==> src/rtl/ichg_irq.sv <==
module ichg_irq #(
  parameter int NLINES = 32
) (
  input  logic              clk,
  input  logic              rst_n,
  input  logic [NLINES-1:0] line_raw,
  input  logic [NLINES-1:0] line_filt,
  input  logic [NLINES-1:0] filt_en,
  input  logic [NLINES-1:0] mask_set,
  input  logic [NLINES-1:0] mask_clr,
  input  logic              stat_rd,
  output logic [NLINES-1:0] stat_q,
  output logic [NLINES-1:0] mask_q,
  output logic              irq
);

  logic [NLINES-1:0] sel_lvl;
  logic [NLINES-1:0] last_lvl;
  logic [NLINES-1:0] edge_hit;

  assign sel_lvl  = (line_filt & filt_en) | (line_raw & ~filt_en);
  assign edge_hit = sel_lvl ^ last_lvl;

  always_ff @(posedge clk) begin
    last_lvl <= sel_lvl;
    if (!rst_n) begin
      stat_q <= '0;
      mask_q <= '0;
    end else begin
      stat_q <= (stat_rd ? '0 : stat_q) | edge_hit;
      mask_q <= (mask_q | mask_set) & ~mask_clr;
    end
  end

  assign irq = |(stat_q & mask_q);

endmodule

==> config.mk <==
export PLATFORM = sky130hd
export DESIGN_NAME = ichg_irq
export DESIGN_NICKNAME = d
export VERILOG_FILES = /design/src/rtl/ichg_irq.sv
export SDC_FILE = /design/constraint.sdc
export NUM_CORES = 1
export LEC_CHECK = 0
export BUFFER_PORTS_ARGS = -buffer_cell sky130_fd_sc_hd__buf_2
export CORE_AREA = 2 2 100 102
export DETAILED_ROUTE_END_ITERATION = 12
export DIE_AREA = 0 0 102 104
export PLACE_DENSITY = 0.75
export SYNTH_ARGS = -nofsm -noshare
export SYNTH_HDL_FRONTEND = slang
export SYNTH_SLANG_ARGS = --single-unit
==> constraint.sdc <==
create_clock -name clk -period 1.2 [get_ports clk]
set_input_delay 0.12 -clock clk [delete_from_list [all_inputs] [get_ports clk]]
set_output_delay 0.12 -clock clk [all_outputs]
set_load 0.005 [all_outputs]
==> flow_summary.yaml, run 1 <==
synthesis:
  netlist_instances: 318
  syn_area_sq_mm: 0.00356
  post_synthesis_register_bit_count: 96
  netlist-cell-type-count: 13
  syn-mean-instance-area_sq_um: 11.2
  seq_area_frac_synth_pct: 53.9
  synth_warnings: 0
  synth_fp_nets: 481
global_route:
  track_usage_pct: 19.2
  overflow: 0
  grt_pass1_vias: 3599
  grt_antenna_before_repair: 1
  grt_start_max_net_pins: 65
  first_pass_grt_wire_length_microns: 16000
cells_and_area:
  layout.core_utilization_pct: 61.0
  drive_gt1_share_pct: 53.7
  syn2layout_area_growth_pct: 63.6
  final_cells: 776
  layout.nets: 800
  fillerInstances: 798
critical_path:
  critPathLaunchType: "flop"
  critical_path.reg2reg.endpoint: "stat_q[23]"
  timing.critical_path.fanout_max: 2
  crit_end: "irq"
  r2r-start: "stat_q[23]"
  setup.worst_path.end_class: "output pin"
  worst_ep_arrival_time_ns: 1.72
  critPathRequiredTime_ns: 1.08
  rrSetupSlack_ns: 0.32
  startpoint: "mask_q[9]"
  worst_r2r_path_depth: 3
  criticalPathCategory: "flop to output pin"
timing:
  timing.hold.ws_ns: 0.0223
  fmax_mhz: 544
  setup_viol: 1
  fin_tns_setup_ns: -0.637
  slew_headroom_pct: 67.3
  hold_viol_final: 0
  timing.clock.skew_ns: 0.0103
  layout_min_cycle_time_ns: 1.84
  rsz0062_at_grt: "yes"
  slew_viol_final: 0
  period_share_pct: 153
  tightest_slew_ns: 0.491
  layout_setup_ws_ns: -0.637
clock_tree:
  clk-insertion-delay-late_ns: 0.34
  cts_buffers: 9
  numClockSinks: 96
  cts_max_level: 3
  clkSlewWorstSetupHoldPaths_ns: 0.09
  cts_buffer_depth: 2
  cts_tree: "built"
  clock-root-buffer: "sky130_fd_sc_hd__clkbuf_8"
placed_design:
  dp_hpwl_microns: 7600
  finalWeightedCongestion: 0.819
  post-place-cells: 726
  place.port_buffers: 227
detailed_routing:
  avgViaCountPerCell: 4.50
  detail_route.wl_per_cell_microns: 13.3
  number_of_antenna_violating_nets_in_the_routed_design: 0
  via_count: 3489
  wl_microns: 10300
  drt_drc_violations_left: 0
  first_pass_iters: 4
  drt_iter0_drc: 50
status:
  failing_checks: "negative setup slack"
  status: "complete, but fails checks"
floorplanning:
  floorplan_die_height_microns: 104
  die_x_microns: 102
  coreArea_sq_mm: 0.00955
  design.die.area_sq_mm: 0.0106
  placementRows: 36
  io_pins: 228
  initial_utilization_pct: 37.3
power_and_ir_drop:
  irDropWorstVdd_v: 0.000656
  powerDensity_mw_per_mm2: 1190
  power_mw: 6.91
  power.leakage_nw: 2.74
worst_hold_path:
  holdCritPathClass: "input port to flop"
flow_run:
  cap_viol_max_count: 0
-- synth_stat cells (all sizes together) --
cell    instances  area, sq um
a22oi          16          130
a21boi         32          240
or2b            3         22.5
nand2b         29          181
nand4           4         25.0
nor2           32          120
nor3b          32          240
dfxtp          96         1920
mux2           32          360
or4             1         7.51
xnor2          32          280
clkbuf          9         33.8
-- routing by layer --
layer / vias up / share of wire, % / routed length, microns / track usage [%]
met1: 1593 / 39 / 4030 / 20.4
li1: 1737 / - / - / -
met2: 141 / 53 / 5440 / 36.1
met4: 0 / 2.2 / 226 / 6.86
met5: - / 0 / 0 / 0
met3: 18 / 6.2 / 636 / 4.10
-- how the worst min path moves through the flow --
| stage | from | slack [ns] | depth (start not counted) | to |
|---|---|---|---|---|
| 2_1_floorplan | mask_clr[0] | 0.20 | 1 | mask_q[0] |
| 3_3_place_gp | mask_clr[26] | 0.28 | 2 | mask_q[26] |
| 3_5_place_dp | mask_clr[3] | 0.29 | 2 | mask_q[3] |
| 4_1_cts | line_raw[17] | 0.008 | 2 | last_lvl[17] |
| 5_1_grt | line_raw[17] | 0.01 | 2 | last_lvl[17] |
| 6_report | line_raw[9] | 0.02 | 2 | last_lvl[9] |
-- cell usage in the layout (no fill, tap or decap), drive strengths merged --
| cell type | synthesis | routed |
|---|---|---|
| nand2b | 29 | 29 |
| nor3b | 32 | 32 |
| buf | 0 | 285 |
| dlygate4sd3 | 0 | 32 |
| clkbuf | 9 | 12 |
| xnor2 | 32 | 32 |
| clkinvlp | 0 | 1 |
| mux2 | 32 | 32 |
| nand4 | 4 | 4 |
| or2b | 3 | 3 |
| a22oi | 16 | 16 |
| clkinv | 0 | 3 |
| nor2 | 32 | 32 |
| dfxtp | 96 | 96 |
| a21boi | 32 | 32 |
| or4 | 1 | 1 |
| diode | 0 | 1 |
-- critical path: stages, from the launching register on --
cell	delay, ns
sky130_fd_sc_hd__dfxtp_2	0.34
sky130_fd_sc_hd__a22oi_2	0.22
sky130_fd_sc_hd__nand4_1	0.12
sky130_fd_sc_hd__or4_1	0.55
sky130_fd_sc_hd__buf_2	0.15
-- timing repair --
action / in CTS / in global routing
gates cloned: 0 / 0
hold buffers: 32 / 0
gates resized for setup: 8 / 5
pin swaps: 3 / 6
endpoints found under the hold margin: 32 / 0
buffers inserted: 1 / 0
setup endpoints to repair: 1 / 2
-- registers in the layout (all words and copies together), names as in the netlist --
name	flops
last_lvl	32
mask_q	32
stat_q	32
-- layout make-up --
| type | count | area [sq um] | share of cell area [%] |
|---|---|---|---|
| Antenna cell | 1 | 2.50 | 0.0429 |
| Clock buffer | 12 | 145 | 2.49 |
| Clock inverter | 4 | 30.0 | 0.515 |
| Multi-Input combinational cell | 213 | 1650 | 28.3 |
| Sequential cell | 96 | 1930 | 33.1 |
| Tap cell | 133 | 166 | 2.85 |
| Timing Repair Buffer | 317 | 1910 | 32.8 |
-- logic make-up (layout without fill, tap and decap cells) --
family / Yosys count / in the layout / share of synthesized area (%)
AOI/OAI and AO/OA: 48 / 48 / 10.4
xor gates and xnor gates: 32 / 32 / 7.87
buffers and inverters: 9 / 333 / 0.948
DFF: 96 / 96 / 53.9
muxes: 32 / 32 / 10.1
other: 0 / 1 / 0
and+or+nand+nor: 101 / 101 / 16.7
-- power breakdown --
part	switching (mW)	internal (mW)	total, mW	leakage, nW
combinational	0.519	0.886	1.40	1.85
sequential	0.159	3.45	3.61	0.802
clock	1.08	0.817	1.89	0.0866
total	1.75	5.16	6.91	2.74
-- per-stage QoR --
stage	setup slack [ns]	instance area, sq um
5_1_grt	-0.697	5830
3_5_place_dp	-0.304	5270
3_3_place_gp	-0.286	5270
4_1_cts	-0.623	5810
2_1_floorplan	-0.0218	3560
6_report	-0.637	5830
(Power assumes the default switching activity.)
==> run 2: changes to the inputs <==
MAX_ROUTING_LAYER = met4   (was unset)
==> flow_summary.yaml, run 2 (same netlist as run 1, synthesis figures left out) <==
clock_tree:
  cts_buffers: 9
  clk-insertion-delay-late_ns: 0.34
  cts_max_level: 3
  cts_tree: "built"
  cts_buffer_depth: 2
  clkSlewWorstSetupHoldPaths_ns: 0.09
  clock-root-buffer: "sky130_fd_sc_hd__clkbuf_8"
  numClockSinks: 96
status:
  failing_checks: "negative setup slack"
  status: "complete, but fails checks"
global_route:
  first_pass_grt_wire_length_microns: 16000
  global_route.usage.met2_pct: 36.3
  grt_pass1_vias: 3594
  grt_util_met1_pct: 20.5
  grt_antenna_before_repair: 1
  globalRouteMet3Util_pct: 3.70
  grt_start_max_net_pins: 65
  track_usage_pct: 19.7
  grt_most_used_layer: "met2"
  overflow: 0
timing:
  fmax_mhz: 545
  layout_min_cycle_time_ns: 1.83
  slew_viol_final: 0
  tightest_slew_ns: 0.496
  setup_viol: 1
  hold_viol_final: 0
  layout_setup_ws_ns: -0.634
  timing.clock.skew_ns: 0.0103
  period_share_pct: 153
  slew_headroom_pct: 66.9
  rsz0062_at_grt: "yes"
floorplanning:
  initial_utilization_pct: 37.3
  design.die.area_sq_mm: 0.0106
  placementRows: 36
  floorplan_die_height_microns: 104
  die_x_microns: 102
  coreArea_sq_mm: 0.00955
  io_pins: 228
worst_hold_path:
  holdCritPathClass: "input port to flop"
power_and_ir_drop:
  power.leakage_nw: 2.74
  irDropWorstVdd_v: 0.000656
  powerDensity_mw_per_mm2: 1190
  power_mw: 6.90
detailed_routing:
  wl_microns: 10300
  via_count: 3484
  number_of_antenna_violating_nets_in_the_routed_design: 0
  avgViaCountPerCell: 4.50
  first_pass_iters: 4
  drt_iter0_drc: 49
  detail_route.wl_per_cell_microns: 13.3
  drt_drc_violations_left: 0
critical_path:
  criticalPathCategory: "flop to output pin"
  worst_ep_arrival_time_ns: 1.71
  setup.worst_path.end_class: "output pin"
  worstPathCellList: "a22oi_2 > nand4_1 > or4_1 > buf_2"
  timing.critical_path.fanout_max: 2
  peak_per_stage_delay_on_the_critical_path_ns: 0.55
  critPathLaunchType: "flop"
  path_buf_inv: 1
  critPathRequiredTime_ns: 1.08
  crit_family: "simple AND/OR/NAND/NOR gates"
  timing.critical_path.slowest_stage_cell: "sky130_fd_sc_hd__or4_1"
cells_and_area:
  drive_gt1_share_pct: 53.5
  layout.nets: 799
  syn2layout_area_growth_pct: 63.3
  most_used_cells_in_the_layout_excluding_fill_and_tap_cells: "sky130_fd_sc_hd__buf_2 (226), sky130_fd_sc_hd__dfxtp_1 (93), sky130_fd_sc_hd__buf_4 (56)"
  layout_commonest_cell: "sky130_fd_sc_hd__buf_2"
  top_regs: "last_lvl: 32 flops, mask_q: 32 flops, stat_q: 32 flops"
  layout.core_utilization_pct: 61.0
flow_run:
  cap_viol_max_count: 0
placed_design:
  place.port_buffers: 227
  finalWeightedCongestion: 0.831
  pre_cts_ws_ns: -0.304
  dp_hpwl_microns: 7600
-- run 2: final cells by class --
cell class / instances / area (sq um)
Antenna cell: 1 / 2.50
Clock buffer: 12 / 145
Clock inverter: 4 / 30.0
Fill cell: 799 / 3730
Multi-Input combinational cell: 213 / 1650
Sequential cell: 96 / 1930
Tap cell: 133 / 166
Timing Repair Buffer: 316 / 1900
-- run 2: worst paths after layout --
check	slack, ns	end	depth (start not counted)	from
worst max-delay path	-0.63	irq	4	mask_q[9]
worst min-delay path	0.02	last_lvl[9]	2	line_raw[9]
worst max register to register	0.32	stat_q[23]	3	stat_q[23]
worst min register to register	0.51	stat_q[27]	2	stat_q[27]
-- run 2: per-layer routing --
metal  vias to the layer above  part of all wire, %  wire length (microns)
met2                       143                   53                   5440
met1                      1587                   39                   4030
met4                         0                  2.2                    225
met5                         -                    0                      0
li1                       1734                    -                      -
met3                        20                  6.1                    625
-- run 2: what timing repair did --
action,in CTS,in global routing
endpoints found under the setup margin,1,2
hold endpoints to repair,32,0
hold buffers,32,0
gates resized for setup,8,4
setup buffers,1,0
pin swaps,3,6
-- run 2: worst register-to-register path, stage by stage, from the launching register on --
cell,delay (ns)
sky130_fd_sc_hd__dfxtp_1,0.34
sky130_fd_sc_hd__buf_4,0.11
sky130_fd_sc_hd__or2b_1,0.22
sky130_fd_sc_hd__a21boi_0,0.14
-- run 2: where the power goes --
part,internal [mW],switching [mW]
Sequential,3.45,0.159
Clock,0.817,1.07
Combinational,0.884,0.518
-- run 2: through the flow --
| step | area (sq um) | hold slack [ns] | std cells | setup TNS, ns |
|---|---|---|---|---|
| finish | 5820 | 0.0222 | 775 | -0.634 |
| global placement | 5270 | 0.284 | 726 | -0.286 |
| global route | 5820 | 0.0123 | 775 | -0.700 |
| CTS | 5810 | 0.00830 | 775 | -0.623 |
| floorplan | 3560 | 0.196 | 318 | -0.0218 |
| detailed placement | 5270 | 0.286 | 726 | -0.304 |
==> run 3: changes to the inputs <==
PLACE_DENSITY = 0.84   (was 0.75)
==> flow_summary.yaml, run 3 (same netlist as run 1, synthesis figures left out) <==
status:
  status: "complete, but fails checks"
  failing_checks: "negative setup slack"
timing:
  slew_viol_final: 0
  timing.hold.ws_ns: 0.0208
  fmax_mhz: 561
  slew_headroom_pct: 65.6
  period_share_pct: 149
  tightest_slew_ns: 0.517
  rsz0062_at_grt: "yes"
  setup_viol: 1
  timing.clock.skew_ns: 0.00957
  layout_min_cycle_time_ns: 1.78
  hold_viol_final: 0
  layout_setup_ws_ns: -0.584
floorplanning:
  design.die.area_sq_mm: 0.0106
  placementRows: 36
  io_pins: 228
  initial_utilization_pct: 37.3
  floorplan_die_height_microns: 104
  die_x_microns: 102
  coreArea_sq_mm: 0.00955
placed_design:
  post-place-cells: 727
  finalWeightedCongestion: 0.839
  place.port_buffers: 227
  dp_hpwl_microns: 8220
  postPlaceCellArea_sq_mm: 0.00528
global_route:
  first_pass_grt_wire_length_microns: 17400
  track_usage_pct: 21.6
  grt_antenna_before_repair: 0
  overflow: 0
  grt_start_max_net_pins: 34
  grt_pass1_vias: 3848
clock_tree:
  cts_max_level: 3
  clkSlewWorstSetupHoldPaths_ns: 0.09
  cts_buffer_depth: 2
  clk-insertion-delay-late_ns: 0.35
  numClockSinks: 96
  clock-root-buffer: "sky130_fd_sc_hd__clkbuf_8"
  cts_tree: "built"
  cts_buffers: 9
critical_path:
  timing.critical_path.fanout_max: 2
  criticalPathCategory: "flop to output pin"
  timing.critical_path.slowest_stage_cell: "sky130_fd_sc_hd__or4_1"
  worst_ep_arrival_time_ns: 1.66
  path_buf_inv: 1
  critPathLaunchType: "flop"
  setup.worst_path.end_class: "output pin"
  peak_per_stage_delay_on_the_critical_path_ns: 0.52
  crit_family: "simple AND/OR/NAND/NOR gates"
  worstPathCellList: "a22oi_1 > nand4_1 > or4_1 > buf_2"
  critPathRequiredTime_ns: 1.08
detailed_routing:
  avgViaCountPerCell: 4.54
  first_pass_iters: 4
  drt_iter0_drc: 100
  via_count: 3515
  number_of_antenna_violating_nets_in_the_routed_design: 0
  wl_microns: 11100
  detail_route.wl_per_cell_microns: 14.3
  drt_drc_violations_left: 0
worst_hold_path:
  holdCritPathClass: "input port to flop"
power_and_ir_drop:
  powerDensity_mw_per_mm2: 1250
  power.leakage_nw: 2.76
  irDropWorstVdd_v: 0.000555
cells_and_area:
  final_design_area_no_fill_sq_mm: 0.00585
  top_regs: "last_lvl: 32 flops, mask_q: 32 flops, stat_q: 32 flops"
  syn2layout_area_growth_pct: 64.0
  diodes: 0
  fillerInstances: 796
  most_used_cells_in_the_layout_excluding_fill_and_tap_cells: "sky130_fd_sc_hd__buf_2 (227), sky130_fd_sc_hd__dfxtp_1 (93), sky130_fd_sc_hd__buf_4 (57)"
  layout_commonest_cell: "sky130_fd_sc_hd__buf_2"
  layout.nets: 800
  drive_gt1_share_pct: 53.1
  final_cells: 775
flow_run:
  cap_viol_max_count: 0
-- run 3: area by class of cell --
type | count | area (sq um) | share of cell area, %
well taps | 133 | 166 | 2.85
clock buffers | 11 | 141 | 2.42
repair buffers | 317 | 1900 | 32.6
multi-input cells | 213 | 1630 | 27.8
clock inverters | 5 | 80.1 | 1.37
flip-flops and latches | 96 | 1930 | 32.9
-- run 3: routing by layer --
layer	global-route usage, %	routed length [microns]
met1	22.7	4360
met2	39.3	5860
met3	3.49	596
met4	8.48	294
met5	-	0
-- run 3: final timing paths --
kind / from / to / slack, ns / cells after the start
min reg2reg: stat_q[19] / stat_q[19] / 0.51 / 2
min: line_raw[18] / last_lvl[18] / 0.02 / 2
max reg2reg: mask_q[0] / mask_q[0] / 0.31 / 3
max: stat_q[16] / irq / -0.58 / 4
-- run 3: metrics by stage --
| stage | setup TNS (ns) | total power, mW | worst slack, ns | utilization [%] |
|---|---|---|---|---|
| finish | -0.584 | 7.31 | -0.584 | 61.2 |
| CTS | -0.651 | 7.39 | -0.651 | 61.2 |
| detailed placement | -0.309 | 4.99 | -0.309 | 55.3 |
| global placement | -0.336 | 4.94 | -0.336 | 55.3 |
| floorplan | -0.0218 | 4.18 | -0.0218 | - |
| global route | -0.684 | 7.69 | -0.684 | 61.2 |
-- run 3: power breakdown --
part,internal (mW),switching (mW),total (mW)
clock,1.23,1.07,2.30
combinational,0.877,0.534,1.41
sequential,3.45,0.153,3.61
total,5.56,1.76,7.31
-- run 3: what timing repair did --
item / in CTS / in global routing
buffers inserted: 0 / 0
gates resized for setup: 6 / 1
hold buffers: 32 / 0
endpoints found under the hold margin: 32 / 0
setup endpoints to repair: 1 / 1
gates cloned: 0 / 0
pin swaps: 1 / 2
